File: src/rtl/ett_pkg.sv
package ett_pkg;
    typedef enum logic {
        MK_IDLE,
        MK_PEND
    } mark_state_t;

    typedef enum logic {
        OVF_CLEAN,
        OVF_SET
    } ovf_state_t;
endpackage

File: src/rtl/ett_rise_detect.sv
module ett_rise_detect #(
    parameter int N_CH = 4
) (
    input  logic            clk,
    input  logic            rst_n,
    input  logic [N_CH-1:0] pulse_in,
    output logic [N_CH-1:0] rise
);
    for (genvar i = 0; i < N_CH; i++) begin : g_ch
        logic prev_q;

        always_ff @(posedge clk) begin
            if (!rst_n) prev_q <= 1'b1;
            else        prev_q <= pulse_in[i];
        end

        assign rise[i] = pulse_in[i] & ~prev_q;

        // one cycle of dead time after each tag
        a_r4_dead_time: assert property (@(posedge clk) disable iff (!rst_n)
            rise[i] |=> !rise[i]);
    end
endmodule

File: src/rtl/ett_timebase.sv
module ett_timebase #(
    parameter int TS_W = 32
) (
    input  logic            clk,
    input  logic            rst_n,
    input  logic            start_ext,
    input  logic            start_host,
    output logic [TS_W-1:0] ts_now,
    output logic            start_edge,
    output logic            wrap_set
);
    logic            start_q;
    logic [TS_W-1:0] cnt_q;
    logic            start_any;

    assign start_any  = start_ext | start_host;
    assign start_edge = start_any & ~start_q;
    assign ts_now     = start_edge ? '0 : cnt_q;
    assign wrap_set   = !start_edge && (cnt_q == {TS_W{1'b1}});

    always_ff @(posedge clk) begin
        if (!rst_n) begin
            start_q <= 1'b0;
            cnt_q   <= '0;
        end else begin
            start_q <= start_any;
            cnt_q   <= start_edge ? TS_W'(1) : cnt_q + TS_W'(1);
        end
    end

    // timestamp reads one in the cycle after a restart
    a_r5_restart_one: assert property (@(posedge clk) disable iff (!rst_n)
        start_edge |=> ts_now == TS_W'(1));
    // otherwise the timestamp steps by one
    a_r5_step: assert property (@(posedge clk) disable iff (!rst_n)
        1'b1 |=> (start_edge || ts_now == TS_W'($past(ts_now) + TS_W'(1))));
endmodule

File: src/rtl/ett_record_fsm.sv
module ett_record_fsm
    import ett_pkg::*;
#(
    parameter int TS_W = 32,
    parameter int N_CH = 4,
    localparam int REC_W = TS_W + N_CH
) (
    input  logic             clk,
    input  logic             rst_n,
    input  logic [N_CH-1:0]  rise,
    input  logic [TS_W-1:0]  ts_now,
    input  logic             wrap_set,
    output logic             push,
    output logic [REC_W-1:0] push_data
);
    mark_state_t state_q, state_d;
    logic        any_rise;

    assign any_rise = |rise;

    always_ff @(posedge clk) begin
        if (!rst_n) state_q <= MK_IDLE;
        else        state_q <= state_d;
    end

    always_comb begin
        state_d = state_q;
        unique case (state_q)
            MK_IDLE: if (wrap_set)  state_d = MK_PEND;
            MK_PEND: if (!any_rise) state_d = MK_IDLE;
        endcase
    end

    always_comb begin
        push      = 1'b0;
        push_data = {ts_now, rise};
        unique case (state_q)
            MK_IDLE: push = any_rise;
            MK_PEND: push = 1'b1;
        endcase
    end

    // a wrap always leaves a marker pending
    a_r7_wrap_arms: assert property (@(posedge clk) disable iff (!rst_n)
        wrap_set |=> state_q == MK_PEND);
    // an empty-mask write only while a marker is owed
    a_r3_quiet: assert property (@(posedge clk) disable iff (!rst_n)
        (push && !any_rise) |=> state_q == MK_IDLE);
endmodule

File: src/rtl/ett_fifo.sv
module ett_fifo #(
    parameter int W     = 36,
    parameter int DEPTH = 16,
    localparam int AW   = (DEPTH > 1) ? $clog2(DEPTH) : 1,
    localparam int CW   = $clog2(DEPTH + 1)
) (
    input  logic         clk,
    input  logic         rst_n,
    input  logic         push,
    input  logic [W-1:0] push_data,
    input  logic         out_ready,
    output logic         out_valid,
    output logic [W-1:0] out_data,
    output logic         dropped
);
    logic [W-1:0]  mem [DEPTH];
    logic [AW-1:0] wr_ptr, rd_ptr;
    logic [CW-1:0] level;
    logic          full, accept, pop;

    assign full      = (level == CW'(DEPTH));
    assign accept    = push && !full;
    assign dropped   = push && full;
    assign out_valid = (level != '0);
    assign pop       = out_valid && out_ready;
    assign out_data  = mem[rd_ptr];

    always_ff @(posedge clk) begin
        if (accept) mem[wr_ptr] <= push_data;
    end

    always_ff @(posedge clk) begin
        if (!rst_n) begin
            wr_ptr <= '0;
            rd_ptr <= '0;
            level  <= '0;
        end else begin
            if (accept) wr_ptr <= (wr_ptr == AW'(DEPTH - 1)) ? '0 : wr_ptr + AW'(1);
            if (pop)    rd_ptr <= (rd_ptr == AW'(DEPTH - 1)) ? '0 : rd_ptr + AW'(1);
            level <= level + CW'(accept) - CW'(pop);
        end
    end

    // a waiting record holds still
    a_r8_hold: assert property (@(posedge clk) disable iff (!rst_n)
        (out_valid && !out_ready) |=> (out_valid && $stable(out_data)));
    // a full FIFO without a read stays full
    a_r9_stay_full: assert property (@(posedge clk) disable iff (!rst_n)
        (full && !pop) |=> full);
    // fill level never passes the depth
    a_r9_bound: assert property (@(posedge clk) disable iff (!rst_n)
        level <= CW'(DEPTH));
endmodule

File: src/rtl/edge_time_tagger.sv
module edge_time_tagger
    import ett_pkg::*;
#(
    parameter int TS_W  = 32,
    parameter int N_CH  = 4,
    parameter int DEPTH = 16,
    localparam int REC_W = TS_W + N_CH
) (
    input  logic             clk,
    input  logic             rst_n,
    input  logic [N_CH-1:0]  pulse_in,
    input  logic             start_ext,
    input  logic             start_host,
    input  logic             ovf_clear,
    input  logic             rec_ready,
    output logic             rec_valid,
    output logic [REC_W-1:0] rec_data,
    output logic             ovf_flag
);
    logic [N_CH-1:0]  rise;
    logic [TS_W-1:0]  ts_now;
    logic             start_edge, wrap_set;
    logic             push, dropped;
    logic [REC_W-1:0] push_data;
    ovf_state_t       ovf_q, ovf_d;

    ett_rise_detect #(.N_CH(N_CH)) u_rise (
        .clk(clk), .rst_n(rst_n), .pulse_in(pulse_in), .rise(rise)
    );

    ett_timebase #(.TS_W(TS_W)) u_time (
        .clk(clk), .rst_n(rst_n), .start_ext(start_ext), .start_host(start_host),
        .ts_now(ts_now), .start_edge(start_edge), .wrap_set(wrap_set)
    );

    ett_record_fsm #(.TS_W(TS_W), .N_CH(N_CH)) u_rec (
        .clk(clk), .rst_n(rst_n), .rise(rise), .ts_now(ts_now),
        .wrap_set(wrap_set), .push(push), .push_data(push_data)
    );

    ett_fifo #(.W(REC_W), .DEPTH(DEPTH)) u_fifo (
        .clk(clk), .rst_n(rst_n), .push(push), .push_data(push_data),
        .out_ready(rec_ready), .out_valid(rec_valid), .out_data(rec_data),
        .dropped(dropped)
    );

    always_ff @(posedge clk) begin
        if (!rst_n) ovf_q <= OVF_CLEAN;
        else        ovf_q <= ovf_d;
    end

    always_comb begin
        ovf_d = ovf_q;
        unique case (ovf_q)
            OVF_CLEAN: if (dropped)                ovf_d = OVF_SET;
            OVF_SET:   if (ovf_clear && !dropped)  ovf_d = OVF_CLEAN;
        endcase
    end

    always_comb begin
        ovf_flag = 1'b0;
        unique case (ovf_q)
            OVF_CLEAN: ovf_flag = 1'b0;
            OVF_SET:   ovf_flag = 1'b1;
        endcase
    end

    // a drop always shows on the flag next cycle
    a_r9_drop_flag: assert property (@(posedge clk) disable iff (!rst_n)
        dropped |=> ovf_flag);
    // the flag is sticky without a clear
    a_r10_sticky: assert property (@(posedge clk) disable iff (!rst_n)
        (ovf_flag && !ovf_clear) |=> ovf_flag);
    // an edge with a start edge is stamped zero
    a_r6_start_zero: assert property (@(posedge clk) disable iff (!rst_n)
        (start_edge && push) |-> push_data[REC_W-1:N_CH] == '0);
endmodule

File: config.mk
export PLATFORM = sky130hd
export DESIGN_NAME = edge_time_tagger
export DESIGN_NICKNAME = d
export VERILOG_FILES = /design/src/rtl/ett_pkg.sv /design/src/rtl/ett_rise_detect.sv /design/src/rtl/ett_timebase.sv /design/src/rtl/ett_record_fsm.sv /design/src/rtl/ett_fifo.sv /design/src/rtl/edge_time_tagger.sv
export SDC_FILE = /design/constraint.sdc
export NUM_CORES = 1
export LEC_CHECK = 0
export BUFFER_PORTS_ARGS = -buffer_cell sky130_fd_sc_hd__buf_2
export CAP_MARGIN = 30
export CORE_ASPECT_RATIO = 0.7
export CORE_MARGIN = 3
export CORE_UTILIZATION = 38
export DETAILED_ROUTE_END_ITERATION = 16
export GPL_ROUTABILITY_DRIVEN = 1
export PLACE_DENSITY_LB_ADDON = 0.05
export SLEW_MARGIN = 15
export SYNTH_ARGS = -nofsm -noshare
export SYNTH_HDL_FRONTEND = slang
export SYNTH_SLANG_ARGS = --single-unit
File: constraint.sdc
create_clock -name clk -period 7 [get_ports clk]
set_clock_uncertainty 0.1 [all_clocks]
set_input_delay 1.4 -clock clk [delete_from_list [all_inputs] [get_ports clk]]
set_output_delay 1.4 -clock clk [all_outputs]
set_load 0.01 [all_outputs]
* Word-level counts from Yosys, hierarchy flattened *
Memories as Yosys holds them, arrays and structs flattened. A register that Yosys moved wholly into a read port is not among the register bits.
Index checks and enable logic that the tools add are counted.
W data, S select, Z words.

storage, ports and cells
  register bits after elaboration = 52
  latch bits = 0
  RAM bits = 576
  memory bits (read-only) = 0
  input bits = 10
  word-level logic and storage cells = 63
  memories kept = 1

cells by class
  add/sub/neg operators = 5
  multiply operators = 0
  div/mod/pow operators = 0
  magnitude comparators = 0
  equality and inequality tests = 4
  shift operators = 0
  multiplexer cells = 16
  bitwise gates (word level) = 14
  reductions and logical operators = 11

memory list
  memory      depth  width  rd ports  clocked after Yosys merged registers in  wr ports  RTL line        text
  u_fifo.mem  16     36     1         1                                        1         ett_fifo.sv:16  logic [W-1:0] mem [DEPTH];

operators with widths
  operator                 number
  $add A32 B1 Y32 const B  1
  $eq A32 B32 Y1 const B   1
  $mux W32                 1
  $mux W4                  4
  $add A4 B1 Y4 const B    2
  $eq A4 B4 Y1 const B     2
  $not A1 Y1               8
  $pmux W1 S2              4
  $mux W1                  7
  $add A5 B1 Y5            1
  $and A1 B1 Y1            5
  $eq A5 B5 Y1 const B     1
  $logic_and A1 B1 Y1      5
  $reduce_bool A5 Y1       1
  $sub A5 B1 Y5            1
  $reduce_or A4 Y1         1
  $logic_not A1 Y1         3
  $reduce_or A2 Y1         1
  $or A1 B1 Y1             1

* Logic depth before layout (Yosys ltp) *
  depth in word-level cells = 9
  gate-level depth with buffers = 15

* Modules after synthesis *
From an unflattened synthesis, not the netlist that was laid out.

unflattened totals
  cells, all modules = 1259
  area total of the unflattened synthesis = 24791.3 sq um

by module, submodules not included
  module            times used  cells an instance  area an instance (sq um)
  ett_fifo          1           989                22461.5
  ett_timebase      1           214                1809.2
  ett_record_fsm    1           41                 319.1
  ett_rise_detect   1           12                 160.2
  edge_time_tagger  1           3                  41.3

* Worst setup path before layout *
No wires, ideal clock.

  path kind = input -> register
  from = in pulse_in[1]
  to = mem u_fifo.mem[0][0], enable pin
  setup time = 0.532 ns
  arrival = 6.035 ns
  setup slack = 0.333 ns
  cell stages on the path = 4
  path buffers = 0
  cell sequence = nor2b_1 -> or4_4 -> o21ai_4 -> nor4b_1

between the ends
  longest elaborated chain between the ends = 6

RTL lines
  item                           RTL line                text
  start, declared                edge_time_tagger.sv:11  input logic [N_CH-1:0] pulse_in,
  $and A1 B1 Y1                  ett_rise_detect.sv:17   assign rise[i] = pulse_in[i] & ~prev_q;
  $reduce_or A4 Y1               ett_record_fsm.sv:19    assign any_rise = |rise;
  $pmux W1 S2                    ett_record_fsm.sv:37    unique case (state_q)
  $logic_and A1 B1 Y1            ett_fifo.sv:22          assign accept = push && !full;
  $mux W1                        ett_fifo.sv:29          if (accept) mem[wr_ptr] <= push_data;
  $mux W1 (not written as such)  ett_fifo.sv:29
  end, declared                  ett_fifo.sv:16

Every way passes these cells.

==> results.py <==
metrics = {
    "finish": {
        "final_cell_mix": "576 x edfxtp_1, 180 x mux4_2, 63 x clkbuf_16",
        "fillers": 5372,
        "final_cells": 2101,
        "area_growth_pct": 14.5,
        "fin_nets": 1241,
        "final_common_cell": "edfxtp_1",
        "layout-drive-gt1-share_pct": 30.1,
    },
    "critical_path": {
        "r2r_start": "u_fifo.level[3]$_SDFF_PN0_",
        "path_max_fanout": 64,
        "cp.arrival_ns": 3.46,
        "worst_r2r_endpoint": "u_fifo.level[4]$_SDFF_PN0_",
        "path_class": "flip-flop to output port",
        "crit_path_end_kind": "output port",
        "timing.critical_path.required_ns": 5.50,
        "reg2reg_depth": 14,
        "worst_setup_path_start_kind": "flip-flop",
        "r2r_slack_ns": 3.94,
        "crit_end": "rec_data[0]",
    },
    "routing": {
        "antenna_left": 0,
        "wl_microns": 59500,
        "drt_iter0_drc": 1026,
        "drc_errors": 0,
        "vias": 11300,
        "wl_per_cell_microns": 28.3,
        "drtPass1Iterations": 4,
        "viasPerCell": 5.39,
    },
    "timing": {
        "finalSetupViolCount": 0,
        "hold_viol": 0,
        "rsz0062_at_grt": "false",
        "final_max_slew_viol_count": 0,
        "tightest_slew_ns": 0.907,
        "fin_crit_ns": 4.96,
        "fin_tns_setup_ns": 0,
        "max_freq_mhz": 202,
        "maxSlewHeadroom_pct": 39.5,
        "fin_crit_sh_pct": 70.8,
    },
    "power_and_ir_drop": {
        "switching_share_pct": 23.7,
        "peakVddDrop_mv": 0.176,
        "internal_power_w": 0.00685,
        "comb_power_share_pct": 12.9,
        "powerDensity_nw_per_um2": 320,
        "p_switching_w": 0.00212,
        "leakagePower_nw": 8.04,
        "seqPwrFrac_pct": 47.6,
        "power_frac_clock_pct": 39.4,
    },
    "hold_path": {
        "hp-class": "flip-flop to flip-flop",
        "hold_path_depth": 2,
    },
    "outcome": {
        "status": "finished, final reports clean",
    },
    "global_route": {
        "grt_usage_pct": 18.0,
        "grt_max_degree": 65,
        "use_met1_pct": 29.4,
        "antenna_found_initial": 2,
        "grt_pass1_vias": 11700,
        "grt.busiest_layer": "met1",
        "met2_usage_pct": 25.2,
        "overflow": 0,
        "use_met3_pct": 2.94,
        "grt_pass1_wl_microns": 86500,
    },
    "synth": {
        "synth_flop_cell": "edfxtp_1",
        "synth_edf_count": 576,
        "syn_nets": 1153,
        "synth.cell_area_sq_um": 24500,
        "synth_cells": 1130,
        "synth_seq_cells": 632,
        "ys_types": 47,
        "synth-seq-area-share_pct": 75.2,
        "post_synth.cell_area_avg_sq_um": 21.7,
        "yosys_warnings": 0,
        "async_flop_share_pct": 0,
    },
    "clock_network": {
        "clock-sinks": 632,
        "cts_resized": 0,
        "cts_root_buffer": "clkbuf_16",
        "cts_buffers": 61,
        "cts.path.max_buffers": 3,
        "post-cts-setup-buffer-count": 0,
        "cts_max_level": 2,
        "worstSkewPairLatency_ns": 0.61,
        "tritoncts": "yes",
        "clkTransAtPathRegs_ns": 0.06,
        "ctsHoldBuffers": 0,
    },
    "floorplan": {
        "core_area_sq_um": 63500,
        "initial_core_util_pct": 38.6,
        "die_w_microns": 309,
        "dieArea_sq_um": 67600,
        "fp-row-count": 77,
        "num_io_pins": 48,
        "fp.dieH_microns": 218,
    },
    "placed_design": {
        "dpl.hpwl_microns": 35000,
        "place_congestion": 0.733,
        "dp.cells": 1983,
        "port_buffers": 47,
    },
    "run": {
        "cap_violations": 0,
    },
}
==> synth_stat cells, types with 11 or more instances <==
| cell type | instances | share of area [%] |
|---|---|---|
| ha_1 | 12 | 0.61 |
| mux4_2 | 180 | 17 |
| nand3_1 | 11 | 0.22 |
| xnor2_1 | 21 | 0.75 |
| clkbuf_1 | 24 | 0.37 |
| nor2_1 | 27 | 0.41 |
| inv_1 | 15 | 0.23 |
| dfxtp_1 | 56 | 4.6 |
| nand2_1 | 20 | 0.31 |
| and2_1 | 47 | 1.2 |
| buf_2 | 14 | 0.29 |
| edfxtp_1 | 576 | 71 |
==> sequential cells by signal, summed over array words and instances, names as in the netlist, named ones only <==
register and flops:
ovf_q 1, u_fifo.rd_ptr 4, u_time.cnt_q 32, u_fifo.level 5
u_fifo.wr_ptr 4, u_fifo.mem 576, u_time.start_q 1, u_rec.state_q 1
u_rise.g_ch.prev_q 4
==> layout make-up <==
| class | count | area, sq um | area share, % |
|---|---|---|---|
| flip-flops and latches | 632 | 18400 | 65.7 |
| multi-input cells | 429 | 5770 | 20.6 |
| clock buffers | 67 | 1590 | 5.68 |
| well taps | 829 | 1040 | 3.70 |
| repair buffers | 78 | 583 | 2.08 |
| clock inverters | 49 | 563 | 2.01 |
| inverters | 16 | 60.1 | 0.214 |
| diodes | 1 | 2.50 | 0.00892 |
==> power by group through the flow <==
stage	clock network, W	registers (W)	logic, W
2_1_floorplan	0	0.00429	0.000859
3_3_place_gp	0	0.00436	0.00119
3_5_place_dp	0	0.00436	0.00119
4_1_cts	0.00363	0.00428	0.00119
5_1_grt	0.00379	0.00429	0.00125
6_report	0.00354	0.00427	0.00116
==> stage by stage <==
stage / hold WS (ns) / power [W] / cell area [sq um] / setup slack [ns] / util [%]
2_1_floorplan: 0.388 / 0.00515 / 24500 / 0.333 / -
3_3_place_gp: 0.412 / 0.00555 / 25800 / 2.36 / 40.6
3_5_place_dp: 0.420 / 0.00555 / 25900 / 2.40 / 40.8
4_1_cts: 0.433 / 0.00910 / 28000 / 1.91 / 44.1
5_1_grt: 0.475 / 0.00932 / 28000 / 1.80 / 44.2
6_report: 0.433 / 0.00897 / 28000 / 2.04 / 44.2
==> per-layer routing <==
metal  vias to the layer above  wire length, microns  share of wire (%)
met3                        73                  2700                4.5
met5                         -                     0                  0
met4                         0                  1040                1.7
met1                      6135                 30800                 52
met2                       248                 25000                 42
li1                       4872                     -                  -
==> critical path, cell delays in order (launching register included) <==
cell and delay (ns):
dfxtp_4 0.85, buf_12 0.53, mux4_2 0.68, mux4_2 0.54, buf_2 0.17
==> logic make-up after synthesis <==
logic type | Yosys count | synth area share (%)
buffers and inverters | 69 | 1.37
muxes | 183 | 16.7
adders and majority gates | 13 | 0.695
xor gates and xnor gates | 29 | 1.04
and+or+nand+nor | 176 | 4.25
AOI/OAI and AO/OA | 28 | 0.736
DFF | 632 | 75.2
==> worst min-delay path by stage <==
stage	from	to	slack [ns]
3_3_place_gp	u_time.cnt_q[31]$_SDFF_PP0_	u_time.cnt_q[31]$_SDFF_PP0_	0.41
6_report	u_time.cnt_q[31]$_SDFF_PP0_	u_time.cnt_q[31]$_SDFF_PP0_	0.43
5_1_grt	u_rise.g_ch[3].prev_q$_SDFF_PN1_	u_fifo.mem[0][3]$_DFFE_PP_	0.48
2_1_floorplan	u_time.cnt_q[17]$_SDFF_PP0_	u_time.cnt_q[17]$_SDFF_PP0_	0.39
3_5_place_dp	u_time.cnt_q[31]$_SDFF_PP0_	u_time.cnt_q[31]$_SDFF_PP0_	0.42
4_1_cts	u_fifo.wr_ptr[0]$_SDFFE_PN0N_	u_fifo.wr_ptr[0]$_SDFFE_PN0N_	0.43
Power figures use the tool's default switching activity.
